### src/rtl/grp_pwr_pkg.sv
package grp_pwr_pkg;

    localparam int GRP_COUNT        = 15;
    localparam int PCM_BITS         = 8;
    localparam int BUS_AW           = 12;
    localparam int GRP_BASE         = 'h401;
    localparam int INIT_FRAMES_DEF  = 2;
    localparam int BYPASS_DEPTH_DEF = 2;
    localparam logic [7:0] CFG_USED_MASK = 8'h1F;

    // Control byte, MSB first: spare[7:5], mask_b[4], mask_a[3],
    // fmt_itu[2], law_a[1], pwr_on[0]
    typedef struct packed {
        logic [2:0] spare;
        logic       mask_b;
        logic       mask_a;
        logic       fmt_itu;
        logic       law_a;
        logic       pwr_on;
    } grp_cfg_t;

    typedef enum logic [1:0] {
        GS_OFF  = 2'd0,
        GS_INIT = 2'd1,
        GS_RUN  = 2'd2
    } grp_state_t;

    // Reduce a bus byte to the bits that are stored
    function automatic grp_cfg_t cfg_from_bus(input logic [7:0] v);
        return grp_cfg_t'(v & CFG_USED_MASK);
    endfunction

endpackage

### src/rtl/grp_regfile.sv
module grp_regfile
    import grp_pwr_pkg::*;
#(
    parameter int NUM_GRP   = GRP_COUNT,
    parameter int ADDR_W    = BUS_AW,
    parameter int BASE_ADDR = GRP_BASE
) (
    input  logic              clk,
    input  logic              rst,
    input  logic              wr_en,
    input  logic              rd_en,
    input  logic [ADDR_W-1:0] addr,
    input  logic [7:0]        wdata,
    output logic [7:0]        rdata,
    output grp_cfg_t          cfg_q [NUM_GRP],
    output grp_cfg_t          cfg_d [NUM_GRP]
);

    logic [NUM_GRP-1:0] hit;

    for (genvar g = 0; g < NUM_GRP; g++) begin : g_dec
        assign hit[g]   = (addr == ADDR_W'(BASE_ADDR + g));
        assign cfg_d[g] = (wr_en && hit[g]) ? cfg_from_bus(wdata) : cfg_q[g];

        always_ff @(posedge clk) begin
            if (rst) cfg_q[g] <= '0;
            else     cfg_q[g] <= cfg_d[g];
        end
    end

    always_comb begin
        rdata = '0;
        for (int g = 0; g < NUM_GRP; g++) begin
            if (rd_en && hit[g]) rdata = cfg_q[g];
        end
    end

endmodule

### src/rtl/grp_init_fsm.sv
module grp_init_fsm
    import grp_pwr_pkg::*;
#(
    parameter int INIT_FRAMES = INIT_FRAMES_DEF
) (
    input  logic clk,
    input  logic rst,
    input  logic pwr_nxt,
    input  logic frame_stb,
    output logic busy,
    output logic active,
    output logic preset_pulse
);

    localparam int CNT_W = (INIT_FRAMES > 1) ? $clog2(INIT_FRAMES) : 1;
    localparam logic [CNT_W-1:0] LAST = CNT_W'(INIT_FRAMES - 1);

    grp_state_t       st;
    logic [CNT_W-1:0] cnt;

    always_ff @(posedge clk) begin
        if (rst) begin
            st           <= GS_OFF;
            cnt          <= '0;
            preset_pulse <= 1'b0;
        end else begin
            preset_pulse <= 1'b0;
            if (!pwr_nxt) begin
                st  <= GS_OFF;
                cnt <= '0;
            end else begin
                case (st)
                    GS_OFF: begin
                        st           <= GS_INIT;
                        cnt          <= '0;
                        preset_pulse <= 1'b1;
                    end
                    GS_INIT: begin
                        if (frame_stb) begin
                            if (cnt == LAST) st <= GS_RUN;
                            else             cnt <= cnt + 1'b1;
                        end
                    end
                    default: st <= GS_RUN;
                endcase
            end
        end
    end

    assign busy   = (st == GS_INIT);
    assign active = (st == GS_RUN);

endmodule

### src/rtl/grp_bypass_dly.sv
module grp_bypass_dly
    import grp_pwr_pkg::*;
#(
    parameter int PCM_W = PCM_BITS,
    parameter int DEPTH = BYPASS_DEPTH_DEF
) (
    input  logic             clk,
    input  logic             rst,
    input  logic             stb,
    input  logic [PCM_W-1:0] din,
    output logic [PCM_W-1:0] dout
);

    logic [PCM_W-1:0] stg [DEPTH];

    always_ff @(posedge clk) begin
        if (rst) begin
            for (int i = 0; i < DEPTH; i++) stg[i] <= '0;
        end else if (stb) begin
            stg[0] <= din;
            for (int i = 1; i < DEPTH; i++) stg[i] <= stg[i-1];
        end
    end

    assign dout = stg[DEPTH-1];

endmodule

### src/rtl/grp_pwr_ctrl.sv
module grp_pwr_ctrl
    import grp_pwr_pkg::*;
#(
    parameter int NUM_GRP      = GRP_COUNT,
    parameter int PCM_W        = PCM_BITS,
    parameter int ADDR_W       = BUS_AW,
    parameter int BASE_ADDR    = GRP_BASE,
    parameter int INIT_FRAMES  = INIT_FRAMES_DEF,
    parameter int BYPASS_DEPTH = BYPASS_DEPTH_DEF
) (
    input  logic                     clk,
    input  logic                     rst,
    input  logic                     wr_en,
    input  logic                     rd_en,
    input  logic [ADDR_W-1:0]        addr,
    input  logic [7:0]               wdata,
    output logic [7:0]               rdata,
    input  logic                     frame_stb,
    input  logic [NUM_GRP-1:0]       tone_irq_a,
    input  logic [NUM_GRP-1:0]       tone_irq_b,
    output logic [NUM_GRP-1:0]       irq_a_out,
    output logic [NUM_GRP-1:0]       irq_b_out,
    output logic [NUM_GRP-1:0]       law_sel,
    output logic [NUM_GRP-1:0]       fmt_sel,
    output logic [NUM_GRP-1:0]       busy,
    output logic [NUM_GRP-1:0]       active,
    output logic [NUM_GRP-1:0]       preset_req,
    output logic [NUM_GRP-1:0]       coef_clr,
    input  logic [NUM_GRP*PCM_W-1:0] rin,
    input  logic [NUM_GRP*PCM_W-1:0] sin,
    input  logic [NUM_GRP*PCM_W-1:0] ec_rout,
    input  logic [NUM_GRP*PCM_W-1:0] ec_sout,
    output logic [NUM_GRP*PCM_W-1:0] rout,
    output logic [NUM_GRP*PCM_W-1:0] sout
);

    grp_cfg_t cfg_q [NUM_GRP];
    grp_cfg_t cfg_d [NUM_GRP];

    logic [NUM_GRP-1:0] pwr_v;
    logic [NUM_GRP-1:0] mask_a_v;
    logic [NUM_GRP-1:0] mask_b_v;

    grp_regfile #(
        .NUM_GRP  (NUM_GRP),
        .ADDR_W   (ADDR_W),
        .BASE_ADDR(BASE_ADDR)
    ) u_regs (
        .clk  (clk),
        .rst  (rst),
        .wr_en(wr_en),
        .rd_en(rd_en),
        .addr (addr),
        .wdata(wdata),
        .rdata(rdata),
        .cfg_q(cfg_q),
        .cfg_d(cfg_d)
    );

    for (genvar g = 0; g < NUM_GRP; g++) begin : g_grp
        logic [PCM_W-1:0] rx_dly;
        logic [PCM_W-1:0] tx_dly;

        assign pwr_v[g]    = cfg_q[g].pwr_on;
        assign mask_a_v[g] = cfg_q[g].mask_a;
        assign mask_b_v[g] = cfg_q[g].mask_b;
        assign law_sel[g]  = cfg_q[g].law_a;
        assign fmt_sel[g]  = cfg_q[g].fmt_itu;

        // Interrupt gating: detectors keep running, only the output is held
        assign irq_a_out[g] = tone_irq_a[g] & ~mask_a_v[g];
        assign irq_b_out[g] = tone_irq_b[g] & ~mask_b_v[g];

        grp_init_fsm #(
            .INIT_FRAMES(INIT_FRAMES)
        ) u_fsm (
            .clk         (clk),
            .rst         (rst),
            .pwr_nxt     (cfg_d[g].pwr_on),
            .frame_stb   (frame_stb),
            .busy        (busy[g]),
            .active      (active[g]),
            .preset_pulse(preset_req[g])
        );

        assign coef_clr[g] = busy[g];

        grp_bypass_dly #(
            .PCM_W(PCM_W),
            .DEPTH(BYPASS_DEPTH)
        ) u_rx_dly (
            .clk (clk),
            .rst (rst),
            .stb (frame_stb),
            .din (rin[g*PCM_W +: PCM_W]),
            .dout(rx_dly)
        );

        grp_bypass_dly #(
            .PCM_W(PCM_W),
            .DEPTH(BYPASS_DEPTH)
        ) u_tx_dly (
            .clk (clk),
            .rst (rst),
            .stb (frame_stb),
            .din (sin[g*PCM_W +: PCM_W]),
            .dout(tx_dly)
        );

        assign rout[g*PCM_W +: PCM_W] = pwr_v[g] ? ec_rout[g*PCM_W +: PCM_W] : rx_dly;
        assign sout[g*PCM_W +: PCM_W] = pwr_v[g] ? ec_sout[g*PCM_W +: PCM_W] : tx_dly;
    end

endmodule

### config.mk
export PLATFORM = sky130hd
export DESIGN_NAME = grp_pwr_ctrl
export DESIGN_NICKNAME = d
export VERILOG_FILES = /design/src/rtl/grp_pwr_pkg.sv /design/src/rtl/grp_regfile.sv /design/src/rtl/grp_init_fsm.sv /design/src/rtl/grp_bypass_dly.sv /design/src/rtl/grp_pwr_ctrl.sv
export SDC_FILE = /design/constraint.sdc
export NUM_CORES = 1
export LEC_CHECK = 0
export ABC_AREA = 1
export ABC_CLOCK_PERIOD_IN_PS = 15580
export BUFFER_PORTS_ARGS = -buffer_cell sky130_fd_sc_hd__buf_2
export CAP_MARGIN = 20
export CORE_AREA = 8 8 343 345
export CTS_BUF_LIST = sky130_fd_sc_hd__clkbuf_8 sky130_fd_sc_hd__clkbuf_16
export CTS_CLUSTER_SIZE = 16
export DETAILED_ROUTE_END_ITERATION = 16
export DIE_AREA = 0 0 351 353
export GPL_TIMING_DRIVEN = 0
export SLEW_MARGIN = 10
export SYNTH_ARGS = -nofsm -noshare
export SYNTH_HDL_FRONTEND = slang
export SYNTH_SLANG_ARGS = --single-unit
### constraint.sdc
create_clock -name clk -period 15.58 [get_ports clk]
set_clock_uncertainty 0.05 [all_clocks]
set_input_delay 0.779 -clock clk [delete_from_list [all_inputs] [get_ports clk]]
set_output_delay 0.779 -clock clk [all_outputs]
set_load 0.05 [all_outputs]
# Word-level counts from Yosys, hierarchy flattened
# Memory sizes are Yosys's and may differ from the RTL's.
# Index checks and enable logic that the tools add are counted.
# Widths: inputs -> output; s select.
[totals] regBits=135 ramBits=480 in_bits=535 memories=30
[memory_table] name="g_grp[0].u_rx_dly.stg" depth=2 width=8 rd=2 rd_ports_with_merged_regs=0 wr=2 line_no="grp_bypass_dly.sv:14" text="logic [PCM_W-1:0] stg [DEPTH];"
[memory_table] name="g_grp[0].u_tx_dly.stg" depth=2 width=8 rd=2 rd_ports_with_merged_regs=0 wr=2 line_no="grp_bypass_dly.sv:14"
[memory_table] name="g_grp[10].u_rx_dly.stg" depth=2 width=8 rd=2 rd_ports_with_merged_regs=0 wr=2 line_no="grp_bypass_dly.sv:14"
[memory_table] name="g_grp[10].u_tx_dly.stg" depth=2 width=8 rd=2 rd_ports_with_merged_regs=0 wr=2 line_no="grp_bypass_dly.sv:14"
[memory_table] name="g_grp[11].u_rx_dly.stg" depth=2 width=8 rd=2 rd_ports_with_merged_regs=0 wr=2 line_no="grp_bypass_dly.sv:14"
[memory_table] name="g_grp[11].u_tx_dly.stg" depth=2 width=8 rd=2 rd_ports_with_merged_regs=0 wr=2 line_no="grp_bypass_dly.sv:14"
[memory_table] name="24 more memories"
[classes] n_addsub=15 n_eq_ne=75 mux=230 n_bitwise=135 reduce_logical=105
[ops] operator="$mux 8" count=103
[ops] operator="$eq 12x11->1 const B" count=15
[ops] operator="$mux 1" count=65
[ops] operator="$mux 2" count=30
[ops] operator="$ne 2x2->1 const B" count=30
[ops] operator="$or 1x1->1" count=60
[ops] operator="$pmux 2 s2" count=15
[ops] operator="$reduce_and 2->1" count=30
[ops] operator="$not 1->1" count=45
[ops] operator="$and 1x1->1" count=30
[ops] operator="$eq 2x1->1 const B" count=15
[ops] operator="$eq 2x2->1 const B" count=15
[ops] operator="$logic_and 1x1->1" count=30
[ops] operator="$logic_not 2->1" count=15
[ops] operator="$pmux 1 s2" count=15
[ops] operator="$reduce_bool 2->1" count=15
[ops] operator="$reduce_or 2->1" count=15
[ops] operator="$add 1x1->1 const B" count=15
[ops] operator="$mux 5" count=2

# Depth between registers and ports, before layout
# Gate-level depths: netlist of the first run.
[depth] ltp_word=17 mapped_depth=23

# Modules after synthesis
# Synthesis of the first run repeated with hierarchy kept, for this count alone.
[unflattened] cells_unflattened=3973 hier_area_um2=34080.2
[modules_own_cells] mod="grp_bypass_dly" instances=30 cells_each=60 area_each_um2=723.2
[modules_own_cells] mod="grp_regfile" instances=1 cells_each=1003 area_each_um2=6188.4
[modules_own_cells] mod="grp_pwr_ctrl" instances=1 cells_each=855 area_each_um2=3793.6
[modules_own_cells] mod="grp_init_fsm" instances=15 cells_each=21 area_each_um2=160.2

# Worst setup path after synthesis of the first run
# OpenSTA, ideal clock, no wires.
[synth_timing] kind="input to register" startpoint="in frame_stb" endpoint="mem g_grp[0].u_rx_dly.stg[0][0] (netlist bit), enable pin" setup_time_ps=3448 arrival_ps=9195 path_slack_ps=2887 cell_stages=4 path_buffers=2 path_cell_list="clkbuf_1 > inv_1 > clkbuf_1 > nand2_1"
[synth_lines] element="from (decl)" line_no="grp_pwr_ctrl.sv:18" text="input logic frame_stb,"
[synth_lines] element="to (decl)" line_no="grp_bypass_dly.sv:14"

# Worst setup path in the final report of the first run
[layout_timing] startpoint="reg u_regs.cfg_q[96] (netlist name)" endpoint="out rdata[0]"
[layout_via] elab_chain_len=13
[layout_lines] element="$mux 8 (13 in a row)" line_no="grp_regfile.sv:34" text="if (rd_en && hit[g]) rdata = cfg_q[g];"
[layout_lines] element="to (decl)" line_no="grp_pwr_ctrl.sv:17" text="output logic [7:0] rdata,"
# Every way passes these cells.

==> impl_metrics.json, run 1 <==
{
  "synth-edff-count": 480,
  "design.die.area_sq_um": 124000,
  "first_iteration_detailed_routing_drc_count": 2016,
  "max_vdd_drop_mv": 0.0592,
  "dp.final_hpwl_mm": 91.9,
  "yosys_synthesis_warning_count": 0,
  "ctsHoldBuffers": 0,
  "grt_pass1_wl_mm": 159,
  "totalNegativeSetupSlack_ns": 0,
  "tritoncts": "yes",
  "post_synth_main_area_contributors": "sky130_fd_sc_hd__edfxtp_1 52%, sky130_fd_sc_hd__nand2_1 11%, sky130_fd_sc_hd__dfxtp_1 9.7%, sky130_fd_sc_hd__inv_1 8.8%, sky130_fd_sc_hd__nor2_1 8.3%",
  "netlist_top_cells_count": "835 x sky130_fd_sc_hd__nand2_1, 654 x sky130_fd_sc_hd__inv_1, 613 x sky130_fd_sc_hd__nor2_1",
  "yosys.cell_count.top_type": "sky130_fd_sc_hd__nand2_1",
  "drt_pre_antenna_iters": 6,
  "multi_input_combinational_cell_area_sq_um": 7040,
  "outcome": "complete, no violations",
  "post_dp_cell_area_sq_um": 34500,
  "synth_top_area_share_pct": 51.8,
  "synth_cell_types": 27,
  "critical-path-top-cell-by-count": "sky130_fd_sc_hd__nand2_1",
  "synth_async_sr_flop_share_pct": 0,
  "nNetsFinal": 4749,
  "clk-insertion-delay-late_ns": 0.63,
  "synth_largest_area_cell": "sky130_fd_sc_hd__edfxtp_1",
  "rsz0062_at_grt": "no",
  "worst-slew-pin-transition_ns": 1.09,
  "p_leak_nw": 18.9,
  "predominant_post_synthesis_flop_cell": "sky130_fd_sc_hd__edfxtp_1",
  "hold_viol_final": 0,
  "via_count": 23900,
  "clkSinkCount": 615,
  "fin_util_pct": 32.9,
  "floorplan.die.width_um": 351,
  "worstHoldPathCells": 1,
  "cts_setup_buffers": 0,
  "grt-ovfl-total": 0,
  "critical_path_buf_inv_count": 4,
  "reg2reg_depth": 5,
  "critical_path_depth": 18,
  "cts-buffers-inserted": 73,
  "average_wire_per_standard_cell_um": 19.7,
  "p_per_area_nw_per_um2": 110,
  "syn-instance-count": 3231,
  "grt_antenna_before_repair": 28,
  "min_period_ns": 4.97,
  "start_kind": "register",
  "setup.worst_path.class": "register to output port",
  "maxCapViolCount": 0,
  "port-buffer-count": 894,
  "required_ns": 14.75,
  "reg2reg_from": "u_regs.cfg_q[0]",
  "fp.dieH_um": 353,
  "drc": 0,
  "min_path_type": "register to register",
  "largest_buffer_count_on_any_clock_path": 3,
  "initial_core_util_pct": 24.9,
  "grt_use_total_pct": 17.5,
  "io-pin-count": 903,
  "detail_route.vias_per_cell": 4.13,
  "first_global_vias": 23700,
  "routed_wirelength_mm": 114,
  "drtAntennaViolNets": 0,
  "setup_viol": 0,
  "critical-path-max-stage-delay_ns": 0.74,
  "weighted_congestion_reported_at_the_end_of_routability_driven_placement": 0.988,
  "r2r-end": "g_grp[14].u_fsm.cnt",
  "cts_repair_resize_count": 0,
  "synth-seq-cells": 615,
  "synthesis.area_sq_um": 27800,
  "fin_crit_sh_pct": 31.9,
  "hold_end": "g_grp[10].u_fsm.preset_pulse",
  "core-area_sq_um": 112000,
  "htreeDepth": 3,
  "synthesis.area_per_instance_sq_um": 8.61,
  "critPathMaxFanout": 10,
  "finalInstanceArea_sq_um": 36900,
  "register_clock_pin_slew_on_the_reported_worst_setup_and_hold_paths_ns": 0.06,
  "min-delay-start": "g_grp[10].u_fsm.st[1]",
  "final_layout_size_suffix_gt1_share_pct": 26.4,
  "fmaxAchievable_mhz": 201,
  "ff_latch_area_sq_um": 17100,
  "core.rowCount": 123,
  "critical-path-top-delay-family": "buffers and inverters",
  "synth_sequential_area_ratio_pct": 61.5,
  "crit_path_top_delay_cell": "sky130_fd_sc_hd__clkinv_1",
  "flow.area_growth_from_synthesis_pct": 32.4,
  "relative_slew_slack_pct": 27.6,
  "crit_path_end_kind": "output port",
  "reg2reg_slack_ns": 12.78,
  "n_fill_cell": 11800,
  "worstPathArrival_ns": 4.14,
  "grt_max_degree": 67,
  "ctsRootBufferMaster": "sky130_fd_sc_hd__clkbuf_16",
  "finalMaxSlewViolations": 0,
  "critical_path.cell_chain": "clkbuf_1, clkinv_1, o21ai_1, inv_1, nand3_1, nand2_1, nand2_1, nand2_1, nand2_1, nand2_1, nand2_1, nand2_1, nand2_1, nand2_1, nand2_1, nand2_1, a21oi_1, buf_2"
}
[worst max-delay path by stage]
| stage | startpoint | to | slack, ns |
|---|---|---|---|
| 4_1_cts | u_regs.cfg_q[96] | rdata[0] | 10.28 |
| 3_5_place_dp | u_regs.cfg_q[96] | rdata[0] | 10.99 |
| 3_3_place_gp | frame_stb | g_grp[8].u_rx_dly.stg[0][7] | -3.56 |
| 5_1_grt | u_regs.cfg_q[96] | rdata[0] | 10.15 |
| 6_report | u_regs.cfg_q[96] | rdata[0] | 10.61 |
| 2_1_floorplan | frame_stb | g_grp[0].u_rx_dly.stg[0][0] | 2.89 |
[cells by family after synthesis]
group,share of synthesized area (%)
buf+inv,13.2
simple gates,20.8
compound gates,4.40
flops,61.5
other cells,0.0135
[cell type report]
cell class,count,area share [%]
clock buffers,83,5.42
multi-input cells,1730,19.1
well taps,1500,5.09
flip-flops and latches,615,46.4
inverters,676,6.88
clock inverters,49,0.968
plain buffers,212,3.13
diodes,13,0.0883
repair buffers,906,12.9
[where the power goes]
part / switching [mW] / leakage, nW / internal [mW]
Clock: 0.714 / 1.20 / 0.971
Combinational: 0.351 / 11.3 / 0.125
Sequential: 0.0246 / 6.36 / 1.87
[routing by layer]
layer	vias to the layer above	GRT usage (%)	wire (um)
met4	8	4.90	2870
met1	11100	22.1	47700
met2	928	30.2	55100
met3	153	3.46	8430
met5	-	0	51
li1	11700	-	-
[registers in the layout (all words and copies together), names as in the netlist]
| name | flops |
|---|---|
| g_grp.u_rx_dly.stg | 240 |
| g_grp.u_fsm.st | 30 |
| g_grp.u_tx_dly.stg | 240 |
| g_grp.u_fsm.preset_pulse | 15 |
| g_grp.u_fsm.cnt | 15 |
| u_regs.cfg_q | 75 |
[stage by stage]
stage | power [mW] | setup WS [ns] | instances | hold WS, ns
after floorplan | 2.23 | 2.89 | 3233 | 0.371
after global placement | 2.44 | -3.56 | 5627 | 0.379
after detailed placement | 2.41 | 10.99 | 5639 | 0.385
after CTS | 4.10 | 10.28 | 5771 | 0.320
after global routing | 4.19 | 10.15 | 5774 | 0.360
final | 4.05 | 10.61 | 5784 | 0.393
[worst reg2reg max path, stage by stage (launching register included)]
cell,delay [ns]
sky130_fd_sc_hd__dfxtp_1,0.31
sky130_fd_sc_hd__clkbuf_1,0.79
sky130_fd_sc_hd__clkinv_1,0.79
sky130_fd_sc_hd__nand2_1,0.26
sky130_fd_sc_hd__o211ai_1,0.23
sky130_fd_sc_hd__a211oi_1,0.27
[layout by cell type, fill, tap and decap left out, types with 13 or more instances in the layout]
cell type / netlist / final
sky130_fd_sc_hd__a211oi_1: 15 / 15
sky130_fd_sc_hd__a21oi_1: 112 / 112
sky130_fd_sc_hd__buf_2: 1 / 895
sky130_fd_sc_hd__buf_4: 94 / 94
sky130_fd_sc_hd__clkbuf_1: 110 / 107
sky130_fd_sc_hd__clkbuf_16: 0 / 76
sky130_fd_sc_hd__clkinv_1: 15 / 28
sky130_fd_sc_hd__dfxtp_1: 135 / 135
sky130_fd_sc_hd__diode_2: 0 / 13
sky130_fd_sc_hd__edfxtp_1: 480 / 480
sky130_fd_sc_hd__inv_1: 654 / 669
sky130_fd_sc_hd__nand2_1: 835 / 834
sky130_fd_sc_hd__nand3_1: 19 / 19
sky130_fd_sc_hd__nor2_1: 613 / 613
sky130_fd_sc_hd__nor3_1: 18 / 18
sky130_fd_sc_hd__o211ai_1: 15 / 15
sky130_fd_sc_hd__o21ai_0: 62 / 62
sky130_fd_sc_hd__o31ai_1: 15 / 15
No activity file was read; power rests on OpenSTA's default activity.
==> run 2: changes to the inputs <==
Settings changed: ABC_AREA 1 to 0, ABC_CLOCK_PERIOD_IN_PS 15580 to 4850, CORE_AREA 8 8 343 345 to 8 8 349 351, DIE_AREA 0 0 351 353 to 0 0 357 359.
Clock period 15.58 ns to 4.85 ns, I/O delays scaled along.
==> impl_metrics.json, run 2 <==
{
  "min_path_type": "input port to register",
  "finalMaxSlewViolations": 0,
  "synth_top_area_share_pct": 52.8,
  "min_period_ns": 3.39,
  "dp.final_hpwl_mm": 83.0,
  "routed_wirelength_mm": 106,
  "syn-instance-count": 2061,
  "flow.area_growth_from_synthesis_pct": 42.4,
  "nNetsFinal": 3827,
  "worst-slew-pin-transition_ns": 1.11,
  "critical-path-max-stage-delay_ns": 0.76,
  "grt_use_total_pct": 15.8,
  "first_global_vias": 21600,
  "internal_power_mw": 9.67,
  "rsz0062_at_grt": "no",
  "first_iteration_detailed_routing_drc_count": 1365,
  "weighted_congestion_reported_at_the_end_of_routability_driven_placement": 0.881,
  "final_layout_size_suffix_gt1_share_pct": 42.1,
  "via_count": 20500,
  "floorplan.die.width_um": 357,
  "mostFrequentLayoutCell": "sky130_fd_sc_hd__buf_2",
  "hold_viol_final": 0,
  "synthesis.area_sq_um": 27300,
  "required_ns": 4.56,
  "worstPathArrival_ns": 3.09,
  "biggestRegsByFlops": "g_grp.u_rx_dly.stg x240, g_grp.u_tx_dly.stg x240, u_regs.cfg_q x75",
  "drtAntennaViolNets": 0,
  "register_clock_pin_slew_on_the_reported_worst_setup_and_hold_paths_ns": 0.06,
  "synth_largest_area_cell": "sky130_fd_sc_hd__edfxtp_1",
  "grt_antenna_before_repair": 37,
  "synth-seq-cells": 615,
  "tritoncts": "yes",
  "synth_sequential_area_ratio_pct": 62.7,
  "share_clk_of_total_power_pct": 40.9,
  "p_leak_nw": 17.5,
  "detail_route.vias_per_cell": 4.18,
  "power.share.switching_pct": 26.4,
  "ctsRootBufferMaster": "sky130_fd_sc_hd__clkbuf_16",
  "reg2reg_from": "u_regs.cfg_q[32]",
  "predominant_post_synthesis_flop_cell": "sky130_fd_sc_hd__edfxtp_1",
  "synth-edff-count": 480,
  "drt_pre_antenna_iters": 5,
  "reg2reg_slack_ns": 2.73,
  "p_switching_mw": 3.47,
  "maxCapViolCount": 0,
  "totalNegativeSetupSlack_ns": 0,
  "yosys_synthesis_warning_count": 0,
  "post-layout-total-power_mw": 13.1,
  "crit_path_top_delay_cell": "sky130_fd_sc_hd__buf_1",
  "netlist_top_cells_count": "483 x sky130_fd_sc_hd__and2_1, 480 x sky130_fd_sc_hd__edfxtp_1, 242 x sky130_fd_sc_hd__mux2_2",
  "clkSinkCount": 615,
  "clk-insertion-delay-late_ns": 0.62,
  "drc": 0,
  "grt_pass1_wl_mm": 149,
  "core.rowCount": 126,
  "largest_buffer_count_on_any_clock_path": 3,
  "post_synth_main_area_contributors": "sky130_fd_sc_hd__edfxtp_1 53%, sky130_fd_sc_hd__and2_1 11%, sky130_fd_sc_hd__mux2_2 10%, sky130_fd_sc_hd__dfxtp_1 9.9%, sky130_fd_sc_hd__mux2i_1 3.2%",
  "fin_crit_sh_pct": 69.8,
  "min-delay-start": "rin[56]",
  "n_fill_cell": 11700,
  "cts_setup_buffers": 0,
  "synth_async_sr_flop_share_pct": 0,
  "cts-buffers-inserted": 74,
  "yosys.cell_count.top_type": "sky130_fd_sc_hd__and2_1",
  "synth_cell_types": 58,
  "initial_core_util_pct": 23.4,
  "worst_setup_path_startpoint": "u_regs.cfg_q[56]",
  "grt-ovfl-total": 0,
  "fp.dieH_um": 359,
  "p_per_area_nw_per_um2": 338,
  "design.die.area_sq_um": 128000,
  "final_cell_mix": "901 x sky130_fd_sc_hd__buf_2, 483 x sky130_fd_sc_hd__and2_1, 480 x sky130_fd_sc_hd__edfxtp_1",
  "fin_worst_hold_slack_ns": 0.0315,
  "power_share_of_the_combinational_group_pct": 12.6,
  "grt_max_degree": 63,
  "outcome": "complete, no violations",
  "average_wire_per_standard_cell_um": 21.5,
  "critical_path.cell_chain": "clkbuf_1, buf_1, mux2_2, buf_2",
  "fmaxAchievable_mhz": 295,
  "crit_path_end_kind": "output port",
  "core-area_sq_um": 117000,
  "setup.worst_path.class": "register to output port",
  "start_kind": "register",
  "io-pin-count": 903,
  "port-buffer-count": 894,
  "htreeDepth": 3,
  "setup_viol": 0,
  "critPathMaxFanout": 10,
  "synthesis.area_per_instance_sq_um": 13.3,
  "seq_power_share_pct": 46.5,
  "max_vdd_drop_mv": 0.286,
  "relative_slew_slack_pct": 26.0
}
## run 2: area by class of cell
cell class / instances / area [sq um] / share of cell area, %
sequential: 615 / 17100 / 44.0
buffer: 215 / 1210 / 3.11
antenna: 14 / 35.0 / 0.0901
multi-input combinational: 1214 / 8930 / 23.0
clock inverter: 55 / 358 / 0.920
timing repair buffer: 1153 / 7250 / 18.6
inverter: 19 / 71.3 / 0.183
clock buffer: 82 / 2010 / 5.16
tap: 1536 / 1920 / 4.94
## run 2: critical path, delay by kind of cell, from the launching register on
kind	cells	cell delay [ns]
flip-flops	1	0.30
buffers and inverters	3	1.71
multiplexers	1	0.46
## run 2: through the flow
| stage | area, sq um | instances | setup slack (ns) | util, % |
|---|---|---|---|---|
| floorplan | 27300 | 2063 | 0.314 | - |
| global placement | 33700 | 4493 | -1.98 | 28.9 |
| detailed placement | 34100 | 4508 | 1.49 | 29.2 |
| CTS | 38800 | 4888 | 1.27 | 33.3 |
| global route | 38900 | 4891 | 1.27 | 33.3 |
| finish | 38900 | 4903 | 1.46 | 33.3 |
## run 2: timing repair
action / CTS / global route
hold buffers: 243 / 0
resized for setup: 0 / 0
endpoints found under the hold margin: 268 / 0
## run 2: kinds of logic (layout without fill, tap and decap cells)
family | Yosys count | after routing | synth area share, %
buffers and inverters | 234 | 1524 | 4.68
other | 1 | 17 | 0.0137
muxes | 329 | 329 | 13.2
DFF | 615 | 615 | 62.7
and+or+nand+nor | 781 | 781 | 17.1
AOI/OAI and AO/OA | 101 | 101 | 2.41
## run 2: per-layer routing
metal  part of all wire (%)  track usage, %
met1                     40            18.9
met5                   0.15               0
met3                    7.0            3.60
met4                    2.6            4.47
met2                     50            28.0
## run 2: worst paths after layout
check	cells past startpoint	endpoint
setup / recovery	4	sout[60]
hold / removal	2	g_grp[7].u_rx_dly.stg[0][0]
setup reg to reg	4	g_grp[10].u_fsm.preset_pulse
hold reg to reg	1	g_grp[8].u_fsm.preset_pulse
## run 2: power groups by stage
| stage | Clock, mW | Combinational, mW | Sequential [mW] |
|---|---|---|---|
| 5_1_grt | 5.75 | 1.75 | 6.13 |
| 4_1_cts | 5.54 | 1.67 | 6.11 |
| 3_5_place_dp | 0 | 1.50 | 6.22 |
| 3_3_place_gp | 0 | 1.46 | 6.25 |
| 2_1_floorplan | 0 | 0.938 | 6.17 |
| 6_report | 5.38 | 1.66 | 6.10 |
